<file path="src/rtl/seq6_pkg.sv">
// Package: shared width, bit positions and JK input pair type for the
// six-state counter. Assumes a 3-bit state with A as the MSB.
package seq6_pkg;
    localparam int unsigned SEQ_W = 3;
    localparam int unsigned IDX_A = SEQ_W - 1;
    localparam int unsigned IDX_B = SEQ_W - 2;
    localparam int unsigned IDX_C = SEQ_W - 3;

    typedef logic [SEQ_W-1:0] seq_state_t;

    typedef struct packed {
        logic j;
        logic k;
    } jk_in_t;

    typedef jk_in_t [SEQ_W-1:0] jk_vec_t;
endpackage

</file>
<file path="src/rtl/seq6_jk_cell.sv">
// Module: one JK-behaving storage bit with synchronous active-low reset and a
// synchronous load. Assumes reset outranks load, and load outranks JK.
module seq6_jk_cell
    import seq6_pkg::*;
#(
    parameter logic RESET_VAL = 1'b0
) (
    input  logic   clk,
    input  logic   rst_n,
    input  logic   load_en,
    input  logic   load_val,
    input  jk_in_t jk,
    output logic   q
);
    // Update the bit: reset, then load, then the JK action table.
    always_ff @(posedge clk) begin
        if (!rst_n) begin
            q <= RESET_VAL;
        end else if (load_en) begin
            q <= load_val;
        end else begin
            case ({jk.j, jk.k})
                2'b00:   q <= q;
                2'b01:   q <= 1'b0;
                2'b10:   q <= 1'b1;
                default: q <= ~q;
            endcase
        end
    end
endmodule

</file>
<file path="src/rtl/seq6_jk_eqn.sv">
// Module: combinational J/K input equations for the six-state ring.
// Assumes the state vector is ordered A (MSB), B, C (LSB).
module seq6_jk_eqn
    import seq6_pkg::*;
(
    input  seq_state_t cur,
    output jk_vec_t    jk
);
    // Build each bit's J and K from the present state.
    always_comb begin
        jk[IDX_A].j = cur[IDX_B];
        jk[IDX_A].k = cur[IDX_B];
        jk[IDX_B].j = cur[IDX_C];
        jk[IDX_B].k = 1'b1;
        jk[IDX_C].j = ~cur[IDX_B];
        jk[IDX_C].k = 1'b1;
    end
endmodule

</file>
<file path="src/rtl/seq6_counter.sv">
// Module: top of the self-correcting six-state counter. One JK cell per bit,
// driven by the shared equation block. Assumes a single clock domain and that
// preload_state is stable around the edge where preload_en is high.
module seq6_counter
    import seq6_pkg::*;
(
    input  logic             clk,
    input  logic             rst_n,
    input  logic             preload_en,
    input  logic [SEQ_W-1:0] preload_state,
    output logic [SEQ_W-1:0] state_q
);
    jk_vec_t    jk_w;
    seq_state_t cur_w;

    // Present state fed back to the equations.
    assign cur_w = state_q;

    seq6_jk_eqn u_eqn (
        .cur (cur_w),
        .jk  (jk_w)
    );

    for (genvar gi = 0; gi < SEQ_W; gi++) begin : g_bit
        seq6_jk_cell #(
            .RESET_VAL (1'b0)
        ) u_cell (
            .clk      (clk),
            .rst_n    (rst_n),
            .load_en  (preload_en),
            .load_val (preload_state[gi]),
            .jk       (jk_w[gi]),
            .q        (state_q[gi])
        );
    end
endmodule

</file>
<file path="config.mk">
export PLATFORM = sky130hd
export DESIGN_NAME = seq6_counter
export DESIGN_NICKNAME = d
export VERILOG_FILES = /design/src/rtl/seq6_pkg.sv /design/src/rtl/seq6_jk_cell.sv /design/src/rtl/seq6_jk_eqn.sv /design/src/rtl/seq6_counter.sv
export SDC_FILE = /design/constraint.sdc
export NUM_CORES = 1
export LEC_CHECK = 0
export ABC_AREA = 1
export BUFFER_PORTS_ARGS = -buffer_cell sky130_fd_sc_hd__buf_2
export CORE_AREA = 8 8 45 47
export CTS_CLUSTER_SIZE = 16
export DETAILED_ROUTE_END_ITERATION = 6
export DIE_AREA = 0 0 53 55
export SLEW_MARGIN = 20
export SYNTH_ARGS = -nofsm -noshare
export SYNTH_HDL_FRONTEND = slang
export SYNTH_SLANG_ARGS = --single-unit
</file>
<file path="constraint.sdc">
create_clock -name clk -period 1.2 [get_ports clk]
set_clock_uncertainty 0.05 [all_clocks]
set_input_delay 0.12 -clock clk [delete_from_list [all_inputs] [get_ports clk]]
set_output_delay 0.12 -clock clk [all_outputs]
set_load 0.1 [all_outputs]
</file>
Word level (Yosys, flattened, before mapping). Cells that the tools add are included.

Bits in registers: 3. Bits of input ports: 6. Word-level logic and storage cells: 20.

Eq/ne operators: 5. Mux-type cells: 6. Bitwise gates (word level): 3. Reduce and logical (&&, ||, !) cells: 3.

Operators by type and width (number): $logic_not A2 Y1 (3); $ne A2 B2 Y1 const B (3); $pmux W1 S2 (2); $mux W1 (3); $not A1 Y1 (3); $pmux W1 S3 (1); $eq A2 B1 Y1 const B (1); $eq A2 B2 Y1 const B (1).

Longest topological paths before layout. Gate-level depths: netlist (run 1).

Word-level depth: 4. Depth in mapped cells: 5.

Modules after synthesis. From an unflattened synthesis (run 1), not the netlist that was laid out.

Cell total of the unflattened synthesis: 64. Area total of the unflattened synthesis: 379.1 um2.

Modules (own cells, without submodules): seq6_jk_cell (instances 3, cells an instance 19, area an instance 111.4 um2, sequential area each 20.0 um2); seq6_jk_eqn (instances 1, cells an instance 7, area an instance 45.0 um2, sequential area each 0.0 um2).

Least setup slack after synthesis (run 1). No wires, ideal clock.

Path type: reg-to-output. Start: reg g_bit[1].u_cell.q. End: out state_q[1]. Arrival: 629 ps. Data required time: 1030 ps. Slack: 401 ps. Stages on the path, launching flop included: 2. Path buffers: 1. Cell sequence: dfxtp_1 buf_4.

RTL lines: start: declaration (RTL line seq6_jk_cell.sv:13) `output logic q`; start signal: assignment (RTL line seq6_jk_cell.sv:20) `q <= load_val;`; start signal: assignment (RTL line seq6_jk_cell.sv:23) `2'b00: q <= q;`; start signal: assignment (RTL line seq6_jk_cell.sv:26) `default: q <= ~q;`; end: declaration (RTL line seq6_counter.sv:11) `output logic [SEQ_W-1:0] state_q`.

No word-level cell between the ends.

Final worst setup path (run 1).
Start: reg g_bit[1].u_cell.q. End: out state_q[1].

No word-level cell between the ends.

==> impl_results.md, run 1 <==
* Status: finished clean
* Buf+Inv Stages, Crit Path at 1
* Residual DRC at 0
* Diode count at 0
* CTS root buffer: clkbuf_4
* Hold WC Path Type: in2reg
* CTS tree: built
* Post-CTS setup buffers at 0
* Inserted Clock Buffers at 3
* Cells after Synth at 22
* Post-place setup slack at 365 ps
* Die Span Y at 55 um
* Die width at 53 um
* Post-Syn Nets at 28
* Gr ovfl total at 0
* PostCTS Resize Cnt at 0
* Placed Area at 231 um^2
* Crit-path leading delay family: flip-flops
* Clk buf depth at 2
* PortBufs at 8
* Layout fillers at 157
* Synth unique cells at 8
* PD cells at 1550 nW/um^2
* Vias in the first global route at 151
* Final-stage net count at 38
* Via density at 3.23
* CP Max Fanout at 3
* Sequential element share of the synthesized area at 40.3%
* Setup tns final at 0 ps
* Post-layout minimum cycle time at 1000 ps
* Clock Sinks at 3
* Pins Over Slew Limit at 0
* CP required at 1030 ps
* Core ar. at 1380 um^2
* Total die area at 2920 um^2
* WL/cell at 7.89 um
* Setup violators final at 0
* Seq cells post-synth at 3
* CP Capture Type: output port
* Total Power at 0.399 mW
* Starting Density at 10.8%
* RSZ-0062 raised after global routing: no
* RR Startpoint: g_bit[1].u_cell.q$_SDFF_PN0_
* Peak Freq at 996 MHz
* Placement Rows at 14
* Startpoint types: flop
* CTS Hold Bufs at 0
* Worst IR Drop VDD at 218 uV
* Crit Path Class: reg2out
* Total GRT Usage at 3.50%
* Clock Latency Late Sink at 230 ps
* Largest net degree at the start of global routing at 6
* Worst Tran Pin Value at 181 ps
* Critical path arrival at 830 ps
* Largest Register: g_bit.u_cell.q
* GP Congestion at 0.610
* Drt pass-1 iters at 2
* Worst Setup Slack, final at 196 ps
* Slowest CP cell: dfxtp_1
* Max FFs per register at 3
* Top flop regs: g_bit.u_cell.q: 3 flops
* Vias post-DR at 152
* Post-Synthesis Cell Area at 149 um^2
* Max_cap viols at 0
* Min-delay src: rst_n
* Final Hold Viols at 0
* P_leak at 0.127 nW
* Initial antenna violation count at 0
* Routed Antenna Nets at 0
* Final cell area excluding filler cells at 258 um^2
* DR iter-0 viols at 1
* Max stage delay on crit path at 400 ps
* Crit share post-route at 83.6%
* IO Pins at 9
* Synth-to-layout area growth at 73.1%
* Global-route wire length before repair at 607 um
* CP Cell Sequence: buf_12
* Avg Cell Area, Syn at 6.77 um^2
* Synth warn at 0
* Clk slew on worst S/H paths at 40 ps
* Total routed wirelength at 371 um
* Share of cells above drive strength 1 at 38.7%
* Worst setup startpoint: g_bit[1].u_cell.q$_SDFF_PN0_
* Worst slew margin at 87.9%
* H-Tree Level Count at 1
-- cells by family (layout without fill, tap and decap cells) --
family,Yosys count,count (layout),synth area share [%]
simple gates,11,11,30.2
buf+inv,6,15,22.7
flops,3,3,40.3
compound gates,2,2,6.72
-- per-layer routing --
metal / routed length [um] / vias up / GRT usage [%]
met2: 129 / 10 / 3.71
met1: 131 / 58 / 2.89
met4: 21 / 0 / 6.47
li1: - / 80 / -
met3: 90 / 4 / 2.94
met5: 0 / - / 0
-- placed cells by master (no fill, tap or decap) --
cell | Yosys | layout
inv_1 | 3 | 3
buf_12 | 0 | 3
buf_2 | 0 | 5
dfxtp_1 | 3 | 3
clkbuf_1 | 0 | 1
nor2_1 | 1 | 1
clkbuf_4 | 0 | 3
nand2_1 | 8 | 8
nor2_2 | 1 | 1
a21oi_1 | 2 | 2
nand3_1 | 1 | 1
-- cell usage after synthesis --
| master | n | area, um^2 |
|---|---|---|
| nor2_1 | 1 | 3.75 |
| nor2_2 | 1 | 6.26 |
| nand3_1 | 1 | 5.00 |
| buf_4 | 3 | 22.5 |
| a21oi_1 | 2 | 10.0 |
| dfxtp_1 | 3 | 60.1 |
| inv_1 | 3 | 11.3 |
| nand2_1 | 8 | 30.0 |
-- layout make-up --
cell class              count  area (um^2)  share of cell area, %
clock buffers               4         26.3                   10.2
inverters                   3         11.3                   4.37
multi-input cells          13         55.1                   21.4
flip-flops and latches      3         60.1                   23.3
well taps                  16         20.0                   7.77
repair buffers              8         85.1                   33.0
-- path summary, 6_finish.rpt --
path,to,slack (ps),depth (start not counted)
min reg2reg,g_bit[1].u_cell.q$_SDFF_PN0_,450,2
min,g_bit[2].u_cell.q$_SDFFE_PN0P_,40,3
max,state_q[1],200,1
max reg2reg,g_bit[2].u_cell.q$_SDFFE_PN0P_,370,5
-- power by group --
part	leakage, nW	internal, mW	total (mW)	switching [mW]
logic	0.0871	0.0386	0.105	0.0667
registers	0.0249	0.107	0.116	0.00895
clock network	0.0150	0.125	0.177	0.0527
-- through the flow --
| stage | cells | utilization (%) | hold WS [ps] |
|---|---|---|---|
| global placement | 43 | 16.7 | 270 |
| floorplan | 22 | - | 168 |
| finish | 47 | 18.6 | 41.8 |
| detailed placement | 43 | 16.7 | 286 |
| global route | 47 | 18.6 | 48.2 |
| CTS | 47 | 18.6 | 40.8 |
No activity file was read; power rests on OpenSTA's default activity.
==> inputs of run 2 (changes only) <==
- ABC_AREA: 1 -> 0
- clock period: 1.2 -> 1 ns (I/O delays scaled with it)
==> impl_results.md, run 2 <==
* Post-Syn Nets at 21
* Clock Latency Late Sink at 230 ps
* Most common cell after layout, fill and taps aside: buf_2
* Crit-path leading delay family: flip-flops
* PortBufs at 8
* Slowest CP cell: dfxtp_4
* Setup violators final at 0
* Synth warn at 0
* CP Cell Sequence: buf_6 -> buf_12
* Max stage delay on crit path at 340 ps
* WL/cell at 9.41 um
* Diode count at 0
* Routed Antenna Nets at 0
* Hold WC Path Type: in2reg
* Clk buf depth at 2
* Crit Path Class: reg2out
* Crit share post-route at 99.0%
* Avg Cell Area, Syn at 9.76 um^2
* Vias post-DR at 158
* Top cell type's share of synthesized area at 41.0%
* Final cell area excluding filler cells at 303 um^2
* Pins Over Slew Limit at 0
* CP Max Fanout at 4
* Clk pwr share at 41.4%
* IO Pins at 9
* Clk slew on worst S/H paths at 40 ps
* CTS tree: built
* Sequential share of power at 27.2%
* Top flop regs: g_bit.u_cell.q: 3 flops
* Largest area contributor in the netlist: dfxtp_1
* Placed Area at 251 um^2
* Synth top area cells: dfxtp_1 (41%), buf_4 (15%), a21boi_1 (10%)
* Switch Pwr at 0.158 mW
* Final-stage net count at 35
* Sequential element share of the synthesized area at 41.0%
* Max FFs per register at 3
* Worst Tran Pin Value at 124 ps
* Synth unique cells at 9
* Post-layout minimum cycle time at 990 ps
* Core ar. at 1380 um^2
* Largest net degree at the start of global routing at 7
* Residual DRC at 0
* Worst IR Drop VDD at 274 uV
* Internal power at 0.351 mW
* CTS Hold Bufs at 0
* CP Capture Type: output port
* Total die area at 2920 um^2
* H-Tree Level Count at 1
* DR iter-0 viols at 0
* Drt pass-1 iters at 1
* Die width at 53 um
* Logic pwr share at 31.3%
* Total Power at 0.508 mW
* Starting Density at 10.6%
* Placement Rows at 14
* Worst slew margin at 91.7%
* Vias in the first global route at 146
* Total GRT Usage at 3.49%
* Post-Synthesis Cell Area at 146 um^2
* Gr ovfl total at 0
* EDFF count, synth at 0
* Most common flop cell mapped by yosys: dfxtp_1
* GP Congestion at 0.609
* Synth-to-layout area growth at 107%
* Buf+Inv Stages, Crit Path at 2
* RSZ-0062 raised after global routing: yes
* Status: finished clean
* Initial antenna violation count at 0
* CP required at 850 ps
* Switching Fraction at 31.0%
* FFs w/ async S/R, synth at 0%
* Peak Freq at 1010 MHz
* Startpoint types: flop
* Share of cells above drive strength 1 at 64.3%
* Final Hold Viols at 0
* Commonest cells post-synth: buf_4 (3), dfxtp_1 (3), a21boi_1 (2), nand2_1 (2)
* Seq cells post-synth at 3
* CTS root buffer: clkbuf_4
* PD cells at 1680 nW/um^2
* P_leak at 0.146 nW
* Via density at 3.59
* Die Span Y at 55 um
* Cells after Synth at 15
* Critical path arrival at 840 ps
* Max_cap viols at 0
* Largest Register: g_bit.u_cell.q
* Commonest non-fill, non-tap cells in the layout: buf_2 (5), clkbuf_4 (3), buf_12 (3), buf_6 (3)
* Inserted Clock Buffers at 3
* Global-route wire length before repair at 607 um
* Clock Sinks at 3
* Total routed wirelength at 414 um
run 2: path summary, 6_finish.rpt:
kind | depth (start not counted) | end | slack, ps | start
hold / removal | 3 | g_bit[0].u_cell.q$_SDFF_PN0_ | 60 | preload_state[0]
setup / recovery | 2 | state_q[1] | 10 | g_bit[1].u_cell.q$_SDFF_PN0_
setup reg to reg | 3 | g_bit[2].u_cell.q$_SDFFE_PN0P_ | 40 | g_bit[1].u_cell.q$_SDFF_PN0_
hold reg to reg | 2 | g_bit[0].u_cell.q$_SDFF_PN0_ | 480 | g_bit[0].u_cell.q$_SDFF_PN0_
run 2: metrics by stage:
| stage | hold WS, ps | util, % | instances | setup WS, ps | setup TNS, ps |
|---|---|---|---|---|---|
| 4_1_cts | 49.9 | 21.2 | 44 | 0.828 | 0 |
| 2_1_floorplan | 183 | - | 15 | 114 | 0 |
| 6_report | 55.7 | 21.9 | 44 | 9.52 | 0 |
| 3_3_place_gp | 302 | 18.2 | 39 | 85.0 | 0 |
| 5_1_grt | 74.5 | 21.9 | 44 | -19.7 | -54.7 |
| 3_5_place_dp | 308 | 18.2 | 39 | 46.1 | 0 |
run 2: cell type report:
cell class                 instances  area (um^2)
tap                               16         20.0
fill                             163         1080
timing repair buffer              12          126
sequential                         3         66.3
clock buffer                       4         26.3
multi-input combinational          9         63.8
run 2: kinds of logic after synthesis:
group,Yosys count,share of synthesized area (%)
XOR/XNOR,1,5.98
buffers and inverters,3,15.4
AND/OR/NAND/NOR,5,20.5
flip-flops,3,41.0
AO/OA/AOI/OAI,3,17.1
run 2: layer usage:
metal  routed length [um]  track usage [%]  part of all wire, %  vias up
met5                    0                0                    0        -
met3                   69             2.41                   17        4
met1                  113             2.27                   27       71
met2                  203             4.88                   49        8
li1                     -                -                    -       75
met4                   27             6.47                  6.5        0
run 2: repair_timing:
action,CTS,global route
gates resized for setup,4,3
buffers inserted,1,0
endpoints found under the setup margin,3,4
hold endpoints to repair,0,0
pin swaps,0,1
run 2: tightest hold or removal path, cell delays in order:
cell,delay [ps]
buf_2,100
nand2_1,50
a21boi_1,50
run 2: power by group through the flow:
stage	Combinational [mW]	Sequential [mW]	Clock, mW
after floorplan	0.0952	0.136	0
after global placement	0.149	0.138	0
after detailed placement	0.151	0.138	0
after CTS	0.157	0.138	0.225
after global routing	0.166	0.140	0.239
final	0.159	0.138	0.211
==> inputs of run 3 (changes only) <==
==> constraint.sdc (replaced) <==
create_clock -name clk -period 1 [get_ports clk]
set_clock_uncertainty 0.05 [all_clocks]
set_input_delay 0 -clock clk [delete_from_list [all_inputs] [get_ports clk]]
set_output_delay 0 -clock clk [all_outputs]
set_load 0.1 [all_outputs]
==> impl_results.md, run 3 (same netlist as run 2, synthesis figures left out) <==
* Status: finished clean
* IO Pins at 9
* Share of cells above drive strength 1 at 51.6%
* Hold_ws at 4.26 ps
* R2r worst-path depth at 2
* PortBufs at 8
* Critical path arrival at 1050 ps
* Placement Rows at 14
* Largest Register: g_bit.u_cell.q
* Max FFs per register at 3
* Total die area at 2920 um^2
* CTS root buffer: clkbuf_4
* CP Cell Sequence: or3b_1 -> a21boi_1
* Placed Area at 251 um^2
* Post-layout minimum cycle time at 939 ps
* Inserted Clock Buffers at 3
* Synth-to-layout area growth at 119%
* Starting Density at 10.6%
* Clock Sinks at 3
* Die Span Y at 55 um
* Initial antenna violation count at 0
* Hold WC Path Type: in2reg
* H-Tree Level Count at 1
* Final-stage net count at 38
* Via density at 3.51
* CP Max Fanout at 4
* CTS tree: built
* Met2 Usage GRT at 4.88%
* GP Congestion at 0.609
* Peak Freq at 1060 MHz
* Hold EP: g_bit[1].u_cell.q$_SDFF_PN0_
* PD cells at 1590 nW/um^2
* Startpoint types: flop
* Core ar. at 1380 um^2
* Diode count at 0
* Crit Path Class: reg2reg
* Drt pass-1 iters at 1
* RR Startpoint: g_bit[1].u_cell.q$_SDFF_PN0_
* Met3 GRT Util at 2.41%
* Final cell area excluding filler cells at 320 um^2
* CP required at 1110 ps
* Clk buf depth at 2
* Reg2reg end: g_bit[1].u_cell.q$_SDFF_PN0_
* Routed Antenna Nets at 0
* Clk slew on worst S/H paths at 40 ps
* Largest net degree at the start of global routing at 7
* Global-route wire length before repair at 676 um
* Max stage delay on crit path at 360 ps
* Worst Tran Pin Value at 124 ps
* GR peak layer: met4
* Slowest CP cell: or3b_1
* DR iter-0 viols at 0
* Vias in the first global route at 154
* Total routed wirelength at 378 um
* WL/cell at 8.04 um
* Total GRT Usage at 3.71%
* Most common cell after layout, fill and taps aside: buf_2
* R2R setup slack at 60 ps
* Setup violators final at 0
* Top flop regs: g_bit.u_cell.q: 3 flops
* Final Hold Viols at 0
* Min-Delay Path Depth at 3
* Pins Over Slew Limit at 0
* Post-CTS setup buffers at 0
* CP Capture Type: flop
* Worst slew margin at 91.7%
* Vias post-DR at 165
* Gr ovfl total at 0
* Min-delay src: preload_en
* Max_cap viols at 0
* Clock Latency Late Sink at 230 ps
* P_leak at 0.154 nW
* Met1 usage at 2.88%
* Residual DRC at 0
* Worst IR Drop VDD at 279 uV
* RSZ-0062 raised after global routing: yes
* Crit share post-route at 93.9%
* Die width at 53 um
* Commonest non-fill, non-tap cells in the layout: buf_2 (5), dlygate4sd3_1 (4), clkbuf_4 (3), buf_12 (3), buf_4 (3)
## run 3: critical path, delay by kind of cell, from the launching register on
family | cells | cell delay [ps]
and+or+nand+nor | 1 | 360
DFF | 1 | 320
AOI/OAI and AO/OA | 1 | 130
## run 3: metal layers
metal / routed length (um) / vias to the layer above
met2: 164 / 8
met5: 0 / -
met3: 61 / 4
li1: - / 82
met4: 26 / 0
met1: 126 / 71
## run 3: through the flow
stage / power (mW) / utilization [%] / std cells / setup TNS, ps / setup WS (ps)
2_1_floorplan: 0.232 / - / 15 / 0 / 114
3_3_place_gp: 0.287 / 18.2 / 39 / 0 / 85.0
3_5_place_dp: 0.289 / 18.2 / 39 / 0 / 46.1
4_1_cts: 0.524 / 23.0 / 47 / 0 / 33.1
5_1_grt: 0.547 / 23.1 / 47 / -3.54 / -3.54
6_report: 0.510 / 23.1 / 47 / 0 / 60.8
## run 3: cell type report
| class | instances | area (um^2) |
|---|---|---|
| Clock buffer | 4 | 26.3 |
| Fill cell | 158 | 1060 |
| Timing Repair Buffer | 15 | 148 |
| Sequential cell | 3 | 62.6 |
| Tap cell | 16 | 20.0 |
| Multi-Input combinational cell | 9 | 63.8 |
## run 3: power by group
part / switching [mW] / total, mW / internal, mW
clock: 0.0620 / 0.211 / 0.149
combinational: 0.0885 / 0.162 / 0.0731
sequential: 0.00608 / 0.137 / 0.131
total: 0.157 / 0.510 / 0.353
## run 3: how the worst max path moves through the flow
stage,from,end,slack [ps],cells after the start
after floorplan,g_bit[1].u_cell.q$_SDFF_PN0_,g_bit[1].u_cell.q$_SDFF_PN0_,110,2
after global placement,g_bit[1].u_cell.q$_SDFF_PN0_,g_bit[1].u_cell.q$_SDFF_PN0_,80,2
after detailed placement,g_bit[1].u_cell.q$_SDFF_PN0_,g_bit[1].u_cell.q$_SDFF_PN0_,50,2
after CTS,g_bit[1].u_cell.q$_SDFF_PN0_,state_q[1],30,2
after global routing,g_bit[0].u_cell.q$_SDFF_PN0_,g_bit[1].u_cell.q$_SDFF_PN0_,-4,2
final,g_bit[1].u_cell.q$_SDFF_PN0_,g_bit[1].u_cell.q$_SDFF_PN0_,60,2
## run 3: what timing repair did
action                                  4_1_cts  5_1_grt
endpoints found under the setup margin        0        2
hold buffers                                  4        0
hold endpoints to repair                      3        0
gates resized for setup                       0        2
